--- config.mk ---
export PLATFORM = sky130hd
export DESIGN_NAME = spi_eeprom_seq
export DESIGN_NICKNAME = d
export VERILOG_FILES = /design/src/rtl/spi_eeprom_seq_pkg.sv /design/src/rtl/spi_byte_shifter.sv /design/src/rtl/poll_pacer.sv /design/src/rtl/spi_eeprom_seq.sv
export SDC_FILE = /design/constraint.sdc
export NUM_CORES = 1
export LEC_CHECK = 0
export BUFFER_PORTS_ARGS = -buffer_cell sky130_fd_sc_hd__buf_2
export CAP_MARGIN = 10
export CORE_MARGIN = 2
export CORE_UTILIZATION = 45
export DETAILED_ROUTE_END_ITERATION = 8
export GPL_ROUTABILITY_DRIVEN = 0
export GPL_TIMING_DRIVEN = 0
export PLACE_DENSITY = 0.66
export SYNTH_ARGS = -nofsm -noshare
export SYNTH_HDL_FRONTEND = slang
export SYNTH_SLANG_ARGS = --single-unit
--- constraint.sdc ---
create_clock -name clk -period 4.6 [get_ports clk]
set_input_delay 0.69 -clock clk [delete_from_list [all_inputs] [get_ports clk]]
set_output_delay 0.69 -clock clk [all_outputs]
set_load 0.03 [all_outputs]
--- src/rtl/spi_eeprom_seq_pkg.sv ---
// Shared constants and types for the SPI EEPROM sequencer.
// Assumes: 8-bit device opcodes, 16-bit device addressing.
package spi_eeprom_seq_pkg;
    localparam logic [7:0] OP_WREN  = 8'h06;
    localparam logic [7:0] OP_STAT  = 8'h05;
    localparam logic [7:0] OP_READ  = 8'h03;
    localparam logic [7:0] OP_WRITE = 8'h02;
    localparam int         HDR_BYTES = 3;   // opcode + two address bytes

    typedef enum logic [3:0] {
        S_IDLE,
        S_CHUNK,
        S_WREN,
        S_GAP,
        S_WRITE,
        S_POLL,
        S_WAIT,
        S_READ,
        S_NEXT
    } seq_state_t;
endpackage

--- src/rtl/spi_byte_shifter.sv ---
// Mode-0 SPI byte engine: shifts one byte out MSB first on MOSI (changing
// after falling edges) and samples MISO on rising edges.
// Assumes: DIV >= 1 clock cycles per SCLK half period; start is only
// honoured while idle; chip select is handled by the caller.
module spi_byte_shifter #(
    parameter int DIV = 4
) (
    input  logic       clk,
    input  logic       rst_n,
    input  logic       start,
    input  logic [7:0] tx_byte,
    output logic [7:0] rx_byte,
    output logic       byte_done,
    output logic       sclk,
    output logic       mosi,
    input  logic       miso
);
    localparam int CNT_W = (DIV < 2) ? 1 : $clog2(DIV);

    logic             active_q;
    logic [CNT_W-1:0] div_q;
    logic [2:0]       bit_q;
    logic [7:0]       sh_q;
    logic [7:0]       rx_q;
    logic             sclk_q;
    logic             done_q;

    // Half-period timing, edge generation, shift and sample.
    always_ff @(posedge clk) begin
        if (!rst_n) begin
            active_q <= 1'b0;
            div_q    <= '0;
            bit_q    <= '0;
            sh_q     <= '0;
            rx_q     <= '0;
            sclk_q   <= 1'b0;
            done_q   <= 1'b0;
        end else begin
            done_q <= 1'b0;
            if (!active_q) begin
                if (start) begin
                    active_q <= 1'b1;
                    sh_q     <= tx_byte;
                    bit_q    <= '0;
                    div_q    <= '0;
                    sclk_q   <= 1'b0;
                end
            end else if (div_q == CNT_W'(DIV - 1)) begin
                div_q <= '0;
                if (!sclk_q) begin
                    sclk_q <= 1'b1;
                    rx_q   <= {rx_q[6:0], miso};
                end else begin
                    sclk_q <= 1'b0;
                    sh_q   <= {sh_q[6:0], 1'b0};
                    bit_q  <= bit_q + 3'd1;
                    if (bit_q == 3'd7) begin
                        active_q <= 1'b0;
                        done_q   <= 1'b1;
                    end
                end
            end else begin
                div_q <= div_q + CNT_W'(1);
            end
        end
    end

    assign sclk      = sclk_q;
    assign mosi      = sh_q[7];
    assign rx_byte   = rx_q;
    assign byte_done = done_q;
endmodule

--- src/rtl/poll_pacer.sv ---
// Interval timer between status polls: after an arm pulse it emits a
// one-cycle expiry pulse TICKS cycles later.
// Assumes: TICKS >= 1; a new arm restarts the interval.
module poll_pacer #(
    parameter int TICKS = 1000
) (
    input  logic clk,
    input  logic rst_n,
    input  logic arm,
    output logic expired
);
    localparam int T_W = $clog2(TICKS + 1);

    logic [T_W-1:0] cnt_q;
    logic           run_q;
    logic           exp_q;

    // Count down the armed interval.
    always_ff @(posedge clk) begin
        if (!rst_n) begin
            cnt_q <= '0;
            run_q <= 1'b0;
            exp_q <= 1'b0;
        end else begin
            exp_q <= 1'b0;
            if (arm) begin
                cnt_q <= T_W'(TICKS - 1);
                run_q <= 1'b1;
            end else if (run_q) begin
                if (cnt_q == '0) begin
                    run_q <= 1'b0;
                    exp_q <= 1'b1;
                end else begin
                    cnt_q <= cnt_q - T_W'(1);
                end
            end
        end
    end

    assign expired = exp_q;
endmodule

--- src/rtl/spi_eeprom_seq.sv ---
// SPI EEPROM request sequencer. Splits a host request into pieces of at
// most CHUNK bytes. Each write piece gets a write-enable frame, the write
// frame and paced status polling with a timeout. Each read piece gets a
// read frame whose payload bytes are stored to the host buffer.
// Assumes: buf_wdata is valid combinationally for buf_idx; requests are
// only taken while busy is low; CLK_HZ >= 1000 for a 1 ms poll spacing.
module spi_eeprom_seq
    import spi_eeprom_seq_pkg::*;
#(
    parameter int CLK_HZ    = 50_000_000,
    parameter int SCLK_DIV  = 4,
    parameter int MAX_POLLS = 1000,
    parameter int CHUNK     = 16,
    parameter int LEN_W     = 16
) (
    input  logic             clk,
    input  logic             rst_n,
    input  logic             req_valid,
    input  logic             req_write,
    input  logic [15:0]      req_addr,
    input  logic [LEN_W-1:0] req_len,
    output logic             busy,
    output logic             done,
    output logic             err,
    output logic [LEN_W-1:0] buf_idx,
    input  logic [7:0]       buf_wdata,
    output logic             buf_we,
    output logic [7:0]       buf_rdata,
    output logic             spi_sclk,
    output logic             spi_mosi,
    input  logic             spi_miso,
    output logic             spi_cs_n
);
    localparam int POS_W = $clog2(CHUNK + HDR_BYTES + 1);
    localparam int CL_W  = $clog2(CHUNK + 1);
    localparam int ATT_W = $clog2(MAX_POLLS + 1);
    localparam int TICKS = (CLK_HZ / 1000 < 1) ? 1 : CLK_HZ / 1000;

    seq_state_t        state_q, gap_next_q;
    logic [15:0]       addr_q;
    logic [LEN_W-1:0]  rem_q, base_q;
    logic [CL_W-1:0]   chunk_q;
    logic [POS_W-1:0]  pos_q;
    logic              sent_q, launch_q, write_q;
    logic [7:0]        tx_q;
    logic [ATT_W-1:0]  att_q;
    logic              pace_arm_q, done_q, err_q;

    logic              eng_done, pace_exp;
    logic [7:0]        eng_rx;
    logic [POS_W-1:0]  frame_len;
    logic [7:0]        tx_mux;
    logic              in_frame, last_byte, data_pos;
    logic [LEN_W-1:0]  byte_off;

    // Frame length of the state currently on the wire.
    always_comb begin
        case (state_q)
            S_WREN:          frame_len = POS_W'(1);
            S_POLL:          frame_len = POS_W'(2);
            S_WRITE, S_READ: frame_len = POS_W'(HDR_BYTES) + POS_W'(chunk_q);
            default:         frame_len = POS_W'(1);
        endcase
    end

    assign in_frame  = (state_q == S_WREN) || (state_q == S_WRITE) ||
                       (state_q == S_POLL) || (state_q == S_READ);
    assign last_byte = (pos_q == frame_len - POS_W'(1));
    assign data_pos  = (pos_q >= POS_W'(HDR_BYTES));
    assign byte_off  = LEN_W'(pos_q) - LEN_W'(HDR_BYTES);

    // Byte to transmit at the current frame position.
    always_comb begin
        tx_mux = 8'h00;
        case (state_q)
            S_WREN: tx_mux = OP_WREN;
            S_POLL: tx_mux = (pos_q == '0) ? OP_STAT : 8'h00;
            S_WRITE, S_READ: begin
                if (pos_q == POS_W'(0))
                    tx_mux = (state_q == S_WRITE) ? OP_WRITE : OP_READ;
                else if (pos_q == POS_W'(1))
                    tx_mux = addr_q[15:8];
                else if (pos_q == POS_W'(2))
                    tx_mux = addr_q[7:0];
                else
                    tx_mux = (state_q == S_WRITE) ? buf_wdata : 8'h00;
            end
            default: tx_mux = 8'h00;
        endcase
    end

    // Request sequencing: pieces, frames, polling and completion.
    always_ff @(posedge clk) begin
        if (!rst_n) begin
            state_q    <= S_IDLE;
            gap_next_q <= S_IDLE;
            addr_q     <= '0;
            rem_q      <= '0;
            base_q     <= '0;
            chunk_q    <= '0;
            pos_q      <= '0;
            sent_q     <= 1'b0;
            launch_q   <= 1'b0;
            write_q    <= 1'b0;
            tx_q       <= '0;
            att_q      <= '0;
            pace_arm_q <= 1'b0;
            done_q     <= 1'b0;
            err_q      <= 1'b0;
        end else begin
            launch_q   <= 1'b0;
            pace_arm_q <= 1'b0;
            done_q     <= 1'b0;
            if (in_frame && !sent_q) begin
                launch_q <= 1'b1;
                tx_q     <= tx_mux;
                sent_q   <= 1'b1;
            end
            if (in_frame && eng_done) begin
                sent_q <= 1'b0;
                pos_q  <= last_byte ? '0 : pos_q + POS_W'(1);
            end
            case (state_q)
                S_IDLE: begin
                    if (req_valid) begin
                        err_q   <= 1'b0;
                        addr_q  <= req_addr;
                        rem_q   <= req_len;
                        base_q  <= '0;
                        write_q <= req_write;
                        pos_q   <= '0;
                        sent_q  <= 1'b0;
                        if (req_len == '0) done_q  <= 1'b1;
                        else               state_q <= S_CHUNK;
                    end
                end
                S_CHUNK: begin
                    chunk_q <= (rem_q > LEN_W'(CHUNK)) ? CL_W'(CHUNK) : CL_W'(rem_q);
                    state_q <= write_q ? S_WREN : S_READ;
                end
                S_WREN: if (eng_done) begin
                    state_q    <= S_GAP;
                    gap_next_q <= S_WRITE;
                end
                S_GAP: state_q <= gap_next_q;
                S_WRITE: if (eng_done && last_byte) begin
                    state_q    <= S_GAP;
                    gap_next_q <= S_POLL;
                    att_q      <= '0;
                end
                S_POLL: if (eng_done && last_byte) begin
                    if (!eng_rx[0]) begin
                        state_q <= S_NEXT;
                    end else if (att_q == ATT_W'(MAX_POLLS - 1)) begin
                        err_q   <= 1'b1;
                        done_q  <= 1'b1;
                        state_q <= S_IDLE;
                    end else begin
                        att_q      <= att_q + ATT_W'(1);
                        pace_arm_q <= 1'b1;
                        state_q    <= S_WAIT;
                    end
                end
                S_WAIT: if (pace_exp) state_q <= S_POLL;
                S_READ: if (eng_done && last_byte) state_q <= S_NEXT;
                S_NEXT: begin
                    addr_q <= addr_q + 16'(chunk_q);
                    base_q <= base_q + LEN_W'(chunk_q);
                    rem_q  <= rem_q - LEN_W'(chunk_q);
                    if (rem_q == LEN_W'(chunk_q)) begin
                        done_q  <= 1'b1;
                        state_q <= S_IDLE;
                    end else begin
                        state_q <= S_CHUNK;
                    end
                end
                default: state_q <= S_IDLE;
            endcase
        end
    end

    spi_byte_shifter #(.DIV(SCLK_DIV)) u_shift (
        .clk       (clk),
        .rst_n     (rst_n),
        .start     (launch_q),
        .tx_byte   (tx_q),
        .rx_byte   (eng_rx),
        .byte_done (eng_done),
        .sclk      (spi_sclk),
        .mosi      (spi_mosi),
        .miso      (spi_miso)
    );

    poll_pacer #(.TICKS(TICKS)) u_pace (
        .clk     (clk),
        .rst_n   (rst_n),
        .arm     (pace_arm_q),
        .expired (pace_exp)
    );

    assign busy      = (state_q != S_IDLE);
    assign done      = done_q;
    assign err       = err_q;
    assign spi_cs_n  = !in_frame;
    assign buf_idx   = data_pos ? base_q + byte_off : base_q;
    assign buf_we    = eng_done && (state_q == S_READ) && data_pos;
    assign buf_rdata = eng_rx;
endmodule

## Yosys cells after proc, flatten, opt, wreduce, memory -nomap -nowiden

Index checks and enable logic that the tools add are counted.

| word-level totals | value |
|---|---|
| flip-flop bits (word level) | 132 |
| logic and storage cells | 195 |

| cells by class | value |
|---|---|
| equal/unequal tests | 28 |
| muxes and demuxes | 86 |
| bitwise logic cells | 4 |
| add/sub/neg operators | 12 |
| reduce and logical (&&, ||, !) cells | 37 |
| magnitude comparators | 2 |

Operators by type and width:

| operator | count |
|---|---|
| $mux 16 | 7 |
| $pmux 16 s2 | 3 |
| $mux 8 | 8 |
| $mux 10 | 4 |
| $mux 4 | 10 |
| $pmux 4 s9 | 1 |
| $add 16x5->16 | 2 |
| $logic_not 16->1 | 2 |
| $mux 1 | 32 |
| $mux 5 | 5 |
| $pmux 8 s3 | 1 |
| $mux 3 | 7 |
| $pmux 10 s2 | 1 |
| $add 16x16->16 | 1 |
| $eq 16x5->1 | 1 |
| $eq 4x3->1 const B | 4 |
| $gt 16x5->1 const B | 1 |
| $sub 16x1->16 const B | 1 |
| $sub 16x5->16 | 1 |
| $ne 2x2->1 const B | 7 |
| $ne 2x1->1 const B | 6 |
| $reduce_bool 2->1 | 6 |
| $add 10x1->10 const B | 1 |
| $eq 10x10->1 const B | 1 |
| 34 further kinds | 56 |

## Logic depth before layout (Yosys ltp)

Gate-level depths: netlist of run 1.

| logic depth | value |
|---|---|
| depth in word-level cells | 9 |
| depth in mapped cells | 15 |

## Cells and area by module

From an unflattened synthesis of run 1, not the netlist that was laid out.

| second synthesis, totals | value |
|---|---|
| cells, all modules | 1048 |
| area total of the unflattened synthesis | 8371.8 um^2 |

By module, submodules not included:

| module | cells each | area an instance (um^2) | instances | sequential area each (um^2) |
|---|---|---|---|---|
| spi_eeprom_seq | 837 | 6314.8 | 1 | 1761.7 |
| spi_byte_shifter | 101 | 1058.5 | 1 | 480.5 |
| poll_pacer | 110 | 998.5 | 1 | 360.3 |

## Worst setup path before layout of run 1

No wires, ideal clock.

| timing path | value |
|---|---|
| path kind | register -> output |
| start point | register pos_q[2] |
| end point | output port buf_idx[15] |
| path buffers | 1 |
| slack | 126 ps |
| stages on the path, launching flop included | 12 |
| arrival time | 3784 ps |
| cell sequence | dfxtp_1 clkbuf_1 nor3_1 a21boi_0 ha_1 a211o_1 nor4_1 o32ai_1 mux2i_1 xnor2_1 nor2_1 xor2_1 |

| on the way | value |
|---|---|
| cells in the longest elaborated chain, start to end | 3 |

RTL lines:

| item | line | RTL |
|---|---|---|
| start, declared | spi_eeprom_seq.sv:43 | `logic [POS_W-1:0] pos_q;` |
| start signal, assigned | spi_eeprom_seq.sv:121 | `pos_q <= last_byte ? '0 : pos_q + POS_W'(1);` |
| $sub 5x2->6 | spi_eeprom_seq.sv:70 | `assign byte_off = LEN_W'(pos_q) - LEN_W'(HDR_BYTES);` |
| $add 16x16->16 | spi_eeprom_seq.sv:205 | `assign buf_idx = data_pos ? base_q + byte_off : base_q;` |
| $mux 16 * | spi_eeprom_seq.sv:205 |  |
| end, declared | spi_eeprom_seq.sv:25 | `output logic [LEN_W-1:0] buf_idx,` |

Every way passes the cells marked *; elsewhere a longest branch is shown, timed or not.

## Worst setup path after layout of run 1

Same ends and word-level chain as after synthesis.

==> summary.txt, run 1 <==
Status
  – Outcome: completed

Clock network
  – Clk_lat worst skew: 0.43 ns
  – Root buf cell: clkbuf_16
  – H-Tree Depth: 4
  – Clk slew on worst S/H paths: 0.06 ns
  – Clock Tree Buf Depth: 2
  – CTS Sinks: 130
  – Total CTS buffers: 17
  – CTS tree: built

Route
  – Vias per cell: 5.93
  – Residual DRC: 0
  – Number of vias in the routed layout: 8008
  – ANT nets after route: 0
  – DRT iter0 DRCs: 641
  – Pre-antenna DRT Iters: 7
  – Routed len/inst: 17.0 µm
  – Detailed-route wire length: 23000 µm

STA
  – RSZ-0062 raised after global routing: false
  – Final setup vio count: 0
  – Final Max Slew Viols: 0
  – Worst Skew: 0.00934 ns
  – Slew @ Worst Pin: 0.888 ns
  – Rel. slew slack: 40.2%
  – Final hold viol count: 0
  – Setup TNS: 0 ns
  – Min cycle time layout: 4.37 ns
  – Post-route setup slack: 0.232 ns
  – Final period util: 95.0%
  – Fmax: 229 MHz
  – Fin Hold WS: 0.454 ns

Synth
  – Largest family of logic cells by synthesized area: simple AND/OR/NAND/NOR gates
  – Cells after synthesis: 1018
  – Ys flop type: dfxtp_1
  – Synth Area in Compound Gates: 23.4%
  – Post-synthesis xor/xnor area fraction: 4.99%
  – Mean Syn Cell Area: 7.76 µm²
  – Async S/R FF share, synth: 0%
  – Synthesized area: 0.00790 mm²
  – Synth top area share: 33.0%
  – Net Count, Synth: 1108
  – Simple-gate share of the synthesized area: 24.5%
  – Post-synthesis sequential area ratio: 33.0%
  – Yosys cell types: 64
  – Yosys reg bits: 130
  – Synth area leaders: dfxtp_1 (33%), a21oi_1 (6.5%), ha_1 (6.5%), nand2_1 (5.3%), nor2_1 (4.5%)
  – Multiplexer share of the synthesized area: 2.27%
  – Yosys warning count: 0
  – Top cell type by total area after synthesis: dfxtp_1
  – Number of synthesized flops with an enable pin: 0
  – Synth Area in Adders: 7.51%

Pwr
  – Overall power: 4000 µW
  – Peak VDD IR: 0.310 mV
  – Leakage: 0.00363 µW
  – PD cells: 434 mW/mm²

Cells and area
  – Leading cell type in the layout, fill and taps excluded: dfxtp_1
  – # diodes: 0
  – Nets@finish: 1203
  – Fin util: 53.4%
  – Layout area overhead: 16.6%
  – Most frequent cells in the layout: dfxtp_1 (130), nand2_1 (111), a21oi_1 (103), nor2_1 (94), buf_2 (77)
  – Layout cells sized above 1: 12.1%
  – Fillers: 1676

Placed design
  – Buffers added on ports: 74
  – Pre-CTS setup slack: 0.277 ns
  – Placed wire-length estimate: 17100 µm

Job
  – Max cap viols: 0

Worst setup path
  – CP peak stage delay: 0.36 ns
  – CP max-delay cell: o32ai_2
  – WP depth: 14
  – Crit end category: primary output
  – Worst setup path start: pos_q[2]
  – Reg-to-reg critical path startpoint: chunk_q[1]
  – Reg2Reg Depth: 13
  – Crit Path Max Fanout: 11
  – CP top delay family: compound AO/OA/AOI/OAI gates
  – WS Path Type: reg2out
  – WP data arrival: 3.68 ns
  – CP cell instances: clkbuf_2 -> nor3_4 -> a21boi_1 -> buf_4 -> ha_1 -> o211ai_1 -> nand3_1 -> o211ai_1 -> o32ai_2 -> mux2i_1 -> xnor2_1 -> nor2_1 -> xor2_1 -> buf_2
  – Critical Path End: buf_idx[15]
  – Worst reg2reg endpoint: done
  – Startpoint types: flip-flop
  – CP most frequent cell: o211ai_1
  – CP required: 3.91 ns
  – Reg-to-reg slack, setup: 0.91 ns
  – Crit path buf inv count: 3

Floorplan
  – FP Rows: 48
  – Core ar.: 0.0172 mm²
  – Initial Util: 45.8%
  – Die Width: 136 µm
  – I/O pin total: 76
  – Die area: 0.0186 mm²
  – Die Height: 136 µm

Global routing
  – Initial antenna violation count: 0
  – Total track usage: 25.4%
  – Total grt overflow: 0
  – Vias in the first global route: 7382
  – First-pass GRT wire length: 37000 µm
  – Largest net degree at the start of global routing: 17

Min path
  – HP Class: reg2reg
power by group:
| part | switching, µW | internal [µW] | total [µW] |
|---|---|---|---|
| clock | 526 | 904 | 1430 |
| sequential | 111 | 1260 | 1370 |
| combinational | 797 | 405 | 1200 |
| total | 1430 | 2560 | 4000 |
synthesized netlist by cell type, types with 6 or more instances:
library cell  count
nor3_1           29
xor2_1           17
nor2_1           94
nand4_1          15
or4_1             9
nand3_1          50
o31ai_1          10
a21oi_1         103
a22oi_1           9
or3_1            15
nor4_1           17
o211ai_1         20
o21ai_0          59
mux2_2            7
nand2b_1          9
mux2i_1          10
a31oi_1          15
a211oi_1         13
a221oi_1          6
inv_1            34
nand2_1         111
nor2b_1           9
xnor2_1          28
a21o_1           12
ha_1             41
dfxtp_1         130
o21a_1            7
and3_1           11
clkbuf_1         48
and2_1            6
a32oi_1           7
or2_2             6
worst min-delay path by stage:
| stage | startpoint | endpoint | slack, ns | cells past startpoint |
|---|---|---|---|---|
| finish | u_shift.bit_q[1] | u_shift.bit_q[1] | 0.45 | 2 |
| global route | tx_q[4] | tx_q[4] | 0.46 | 2 |
| CTS | u_shift.bit_q[1] | u_shift.bit_q[1] | 0.46 | 2 |
| detailed placement | u_shift.bit_q[1] | u_shift.bit_q[1] | 0.45 | 2 |
| global placement | tx_q[4] | tx_q[4] | 0.44 | 2 |
| floorplan | gap_next_q[2] | gap_next_q[2] | 0.43 | 2 |
cells by family (layout without fill, tap and decap cells):
kind of cell	count (synthesis)	count (layout)
buf+inv	88	196
xor+xnor	45	45
compound gates	295	295
mux	17	17
fa+ha+maj	45	45
flops	130	130
simple gates	398	398
cell type report:
type / instances / area (µm²) / area share, %
multi-input cells: 800 / 4980 / 54.0
clock inverters: 14 / 188 / 2.04
well taps: 225 / 282 / 3.06
repair buffers: 76 / 383 / 4.16
plain buffers: 53 / 219 / 2.38
inverters: 35 / 131 / 1.43
flip-flops and latches: 130 / 2600 / 28.3
clock buffers: 18 / 429 / 4.66
per-stage QoR:
stage          area (µm²)  cells
6_report             9210   1351
5_1_grt              9210   1351
4_1_cts              9180   1351
3_5_place_dp         8560   1319
3_3_place_gp         8550   1317
2_1_floorplan        7900   1018
worst reg2reg max path: cells and delay by family (launching register included):
kind	cells	cell delay (ns)
fa+ha+maj	2	0.63
buf+inv	2	0.36
flops	1	0.57
compound gates	3	0.52
simple gates	6	1.53
registers in the layout (all words and copies together) (netlist names), 2 cells and up:
| signal | cells |
|---|---|
| pos_q | 5 |
| u_shift.rx_byte | 8 |
| u_shift.bit_q | 3 |
| gap_next_q | 2 |
| chunk_q | 5 |
| u_shift.sh_q | 8 |
| u_shift.div_q | 2 |
| state_q | 4 |
| base_q | 16 |
| rem_q | 16 |
| addr_q | 16 |
| u_pace.cnt_q | 16 |
| att_q | 10 |
| tx_q | 8 |
routing by layer:
| metal | track usage [%] | wire [µm] |
|---|---|---|
| met3 | 5.00 | 1340 |
| met5 | 0 | 0 |
| met2 | 40.2 | 10400 |
| met4 | 9.32 | 532 |
| met1 | 34.3 | 10700 |
what timing repair did:
action                                  4_1_cts  5_1_grt
hold buffers                                  0        0
buffers inserted                              0        0
endpoints found under the setup margin        2        2
resized for setup                             2        8
Power figures use the tool's default switching activity.
==> run 2, diff against run 1 <==
- GPL_TIMING_DRIVEN: 0 -> unset
==> run 2 against run 1 <==
Against the previous run:
- global-route usage decreased by 2.5 points
- routed wire length decreased by 8.7%
- first-iteration DRC count down 28%
- critical path depth decreased by 2
- die area is the same
- core utilization decreased by 0.53 points
- sequential power increased by 4%
- maximum frequency is 2.1% higher
- clock power rose by 8%
- non-clock buffer count down 44
- clock skew decreased by 0.0028 ns
- setup slack better by 0.091 ns
- largest power group unchanged
==> summary.txt, run 2 (same netlist as run 1, synthesis figures left out) <==
Status
  – Outcome: completed

Global routing
  – Total grt overflow: 0
  – Vias in the first global route: 6903
  – First-pass GRT wire length: 33900 µm
  – Total track usage: 22.9%
  – Initial antenna violation count: 1
  – Largest net degree at the start of global routing: 63

Worst setup path
  – CP max-delay cell: dfxtp_1
  – Worst reg2reg endpoint: state_q[1]
  – Startpoint types: flip-flop
  – Crit end category: primary output
  – WS Path Type: reg2out
  – Reg-to-reg slack, setup: 0.86 ns
  – WP data arrival: 3.59 ns
  – CP required: 3.91 ns
  – Reg2Reg Depth: 12
  – CP cell instances: nor3_2 -> a21boi_0 -> buf_4 -> ha_1 -> a211o_1 -> nor4_2 -> o32ai_2 -> mux2i_1 -> xnor2_1 -> nor2_1 -> xor2_1 -> buf_2
  – Crit Path Max Fanout: 11
  – Reg-to-reg critical path startpoint: chunk_q[1]
  – CP peak stage delay: 0.42 ns

Clock network
  – H-Tree Depth: 4
  – Total CTS buffers: 17
  – Cts hold-fix bufs: 0
  – CTS tree: built
  – Clock Tree Buf Depth: 2
  – Clk slew on worst S/H paths: 0.06 ns
  – Clk_lat worst skew: 0.43 ns
  – CTS Sinks: 130
  – Root buf cell: clkbuf_16

Cells and area
  – Final cell count without fillers: 1306
  – # diodes: 0
  – Layout area overhead: 15.5%
  – Leading cell type in the layout, fill and taps excluded: dfxtp_1
  – Layout cells sized above 1: 13.0%
  – Nets@finish: 1159
  – Most frequent cells in the layout: dfxtp_1 (130), nand2_1 (111), a21oi_1 (103), nor2_1 (94), buf_2 (75)

Placed design
  – Buffers added on ports: 75
  – # placed instances: 1275
  – Placed wire-length estimate: 15000 µm

Floorplan
  – Die area: 0.0186 mm²
  – I/O pin total: 76
  – Core ar.: 0.0172 mm²
  – Die Width: 136 µm
  – Die Height: 136 µm
  – FP Rows: 48
  – Initial Util: 45.8%

STA
  – Min cycle time layout: 4.28 ns
  – Worst Skew: 0.00654 ns
  – Fmax: 234 MHz
  – Setup TNS: 0 ns
  – RSZ-0062 raised after global routing: false
  – Final hold viol count: 0
  – Slew @ Worst Pin: 0.900 ns
  – Final Max Slew Viols: 0
  – Final setup vio count: 0
  – Rel. slew slack: 39.8%
  – Final period util: 93.0%

Min path
  – Hold Path End: u_shift.rx_byte[7]
  – Hold Startpoint: u_shift.rx_byte[7]
  – HP Class: reg2reg
  – Hold Path Depth: 2

Route
  – Residual DRC: 0
  – DRT iter0 DRCs: 459
  – Detailed-route wire length: 21000 µm
  – Vias per cell: 5.79
  – ANT nets after route: 0
  – Pre-antenna DRT Iters: 5
  – Number of vias in the routed layout: 7568
  – Routed len/inst: 16.1 µm

Job
  – Max cap viols: 0

Pwr
  – PD cells: 444 mW/mm²
  – Peak VDD IR: 0.318 mV
  – Leakage: 0.00361 µW
==> run 2: report_power, final <==
group          switching [µW]  leakage [µW]  internal [µW]  total [µW]
registers                 168       0.00105           1260        1420
logic                     702       0.00223            383        1080
clock network             517      0.000318           1030        1540
total                    1390       0.00361           2670        4050
==> run 2: worst max path at each step <==
stage          startpoint           to  slack (ns)  cells past startpoint
6_report         pos_q[2]  buf_idx[15]        0.32                     12
5_1_grt          pos_q[2]  buf_idx[15]        0.04                     13
4_1_cts          pos_q[2]  buf_idx[15]        0.07                     12
3_5_place_dp     pos_q[2]  buf_idx[15]        0.54                     12
3_3_place_gp     pos_q[2]  buf_idx[15]        0.72                     12
2_1_floorplan    pos_q[2]  buf_idx[15]        0.13                     11
==> run 2: stage by stage <==
stage | total power [µW] | utilization (%) | setup slack, ns | hold slack, ns | cell area, µm²
after floorplan | 2220 | - | 0.126 | 0.429 | 7900
after detailed placement | 2510 | 48.9 | 0.545 | 0.447 | 8430
after global routing | 4260 | 52.9 | 0.0417 | 0.472 | 9120
after CTS | 4060 | 52.8 | 0.0726 | 0.455 | 9100
final | 4050 | 52.9 | 0.323 | 0.450 | 9120
after global placement | 2500 | 48.9 | 0.724 | 0.440 | 8430
==> run 2: metal layers <==
metal | share of wire [%] | vias up | track usage (%)
li1 | - | 3826 | -
met1 | 47 | 3567 | 29.9
met2 | 48 | 144 | 37.7
met3 | 3.7 | 31 | 4.55
met4 | 1.9 | 0 | 7.47
met5 | 0 | - | 0
==> run 2: repair_timing <==
action                     in CTS  in global routing
buffers inserted                0                  0
setup endpoints to repair       0                  2
gates resized for setup         0                  3
==> run 2: layout make-up <==
cell class              count  area (µm²)
clock buffers              18         439
clock inverters            13         234
fillers                  1675        8120
inverters                  35         133
multi-input cells         800        4980
flip-flops and latches    130        2600
well taps                 225         282
repair buffers             85         450
==> run 2: worst max-delay path, delay by kind of cell (launching register included) <==
family | cells | cell delay [ns]
compound gates | 3 | 0.81
simple gates | 3 | 0.74
xor+xnor | 2 | 0.28
flops | 1 | 0.42
mux | 1 | 0.15
buf+inv | 2 | 0.44
fa+ha+maj | 1 | 0.32
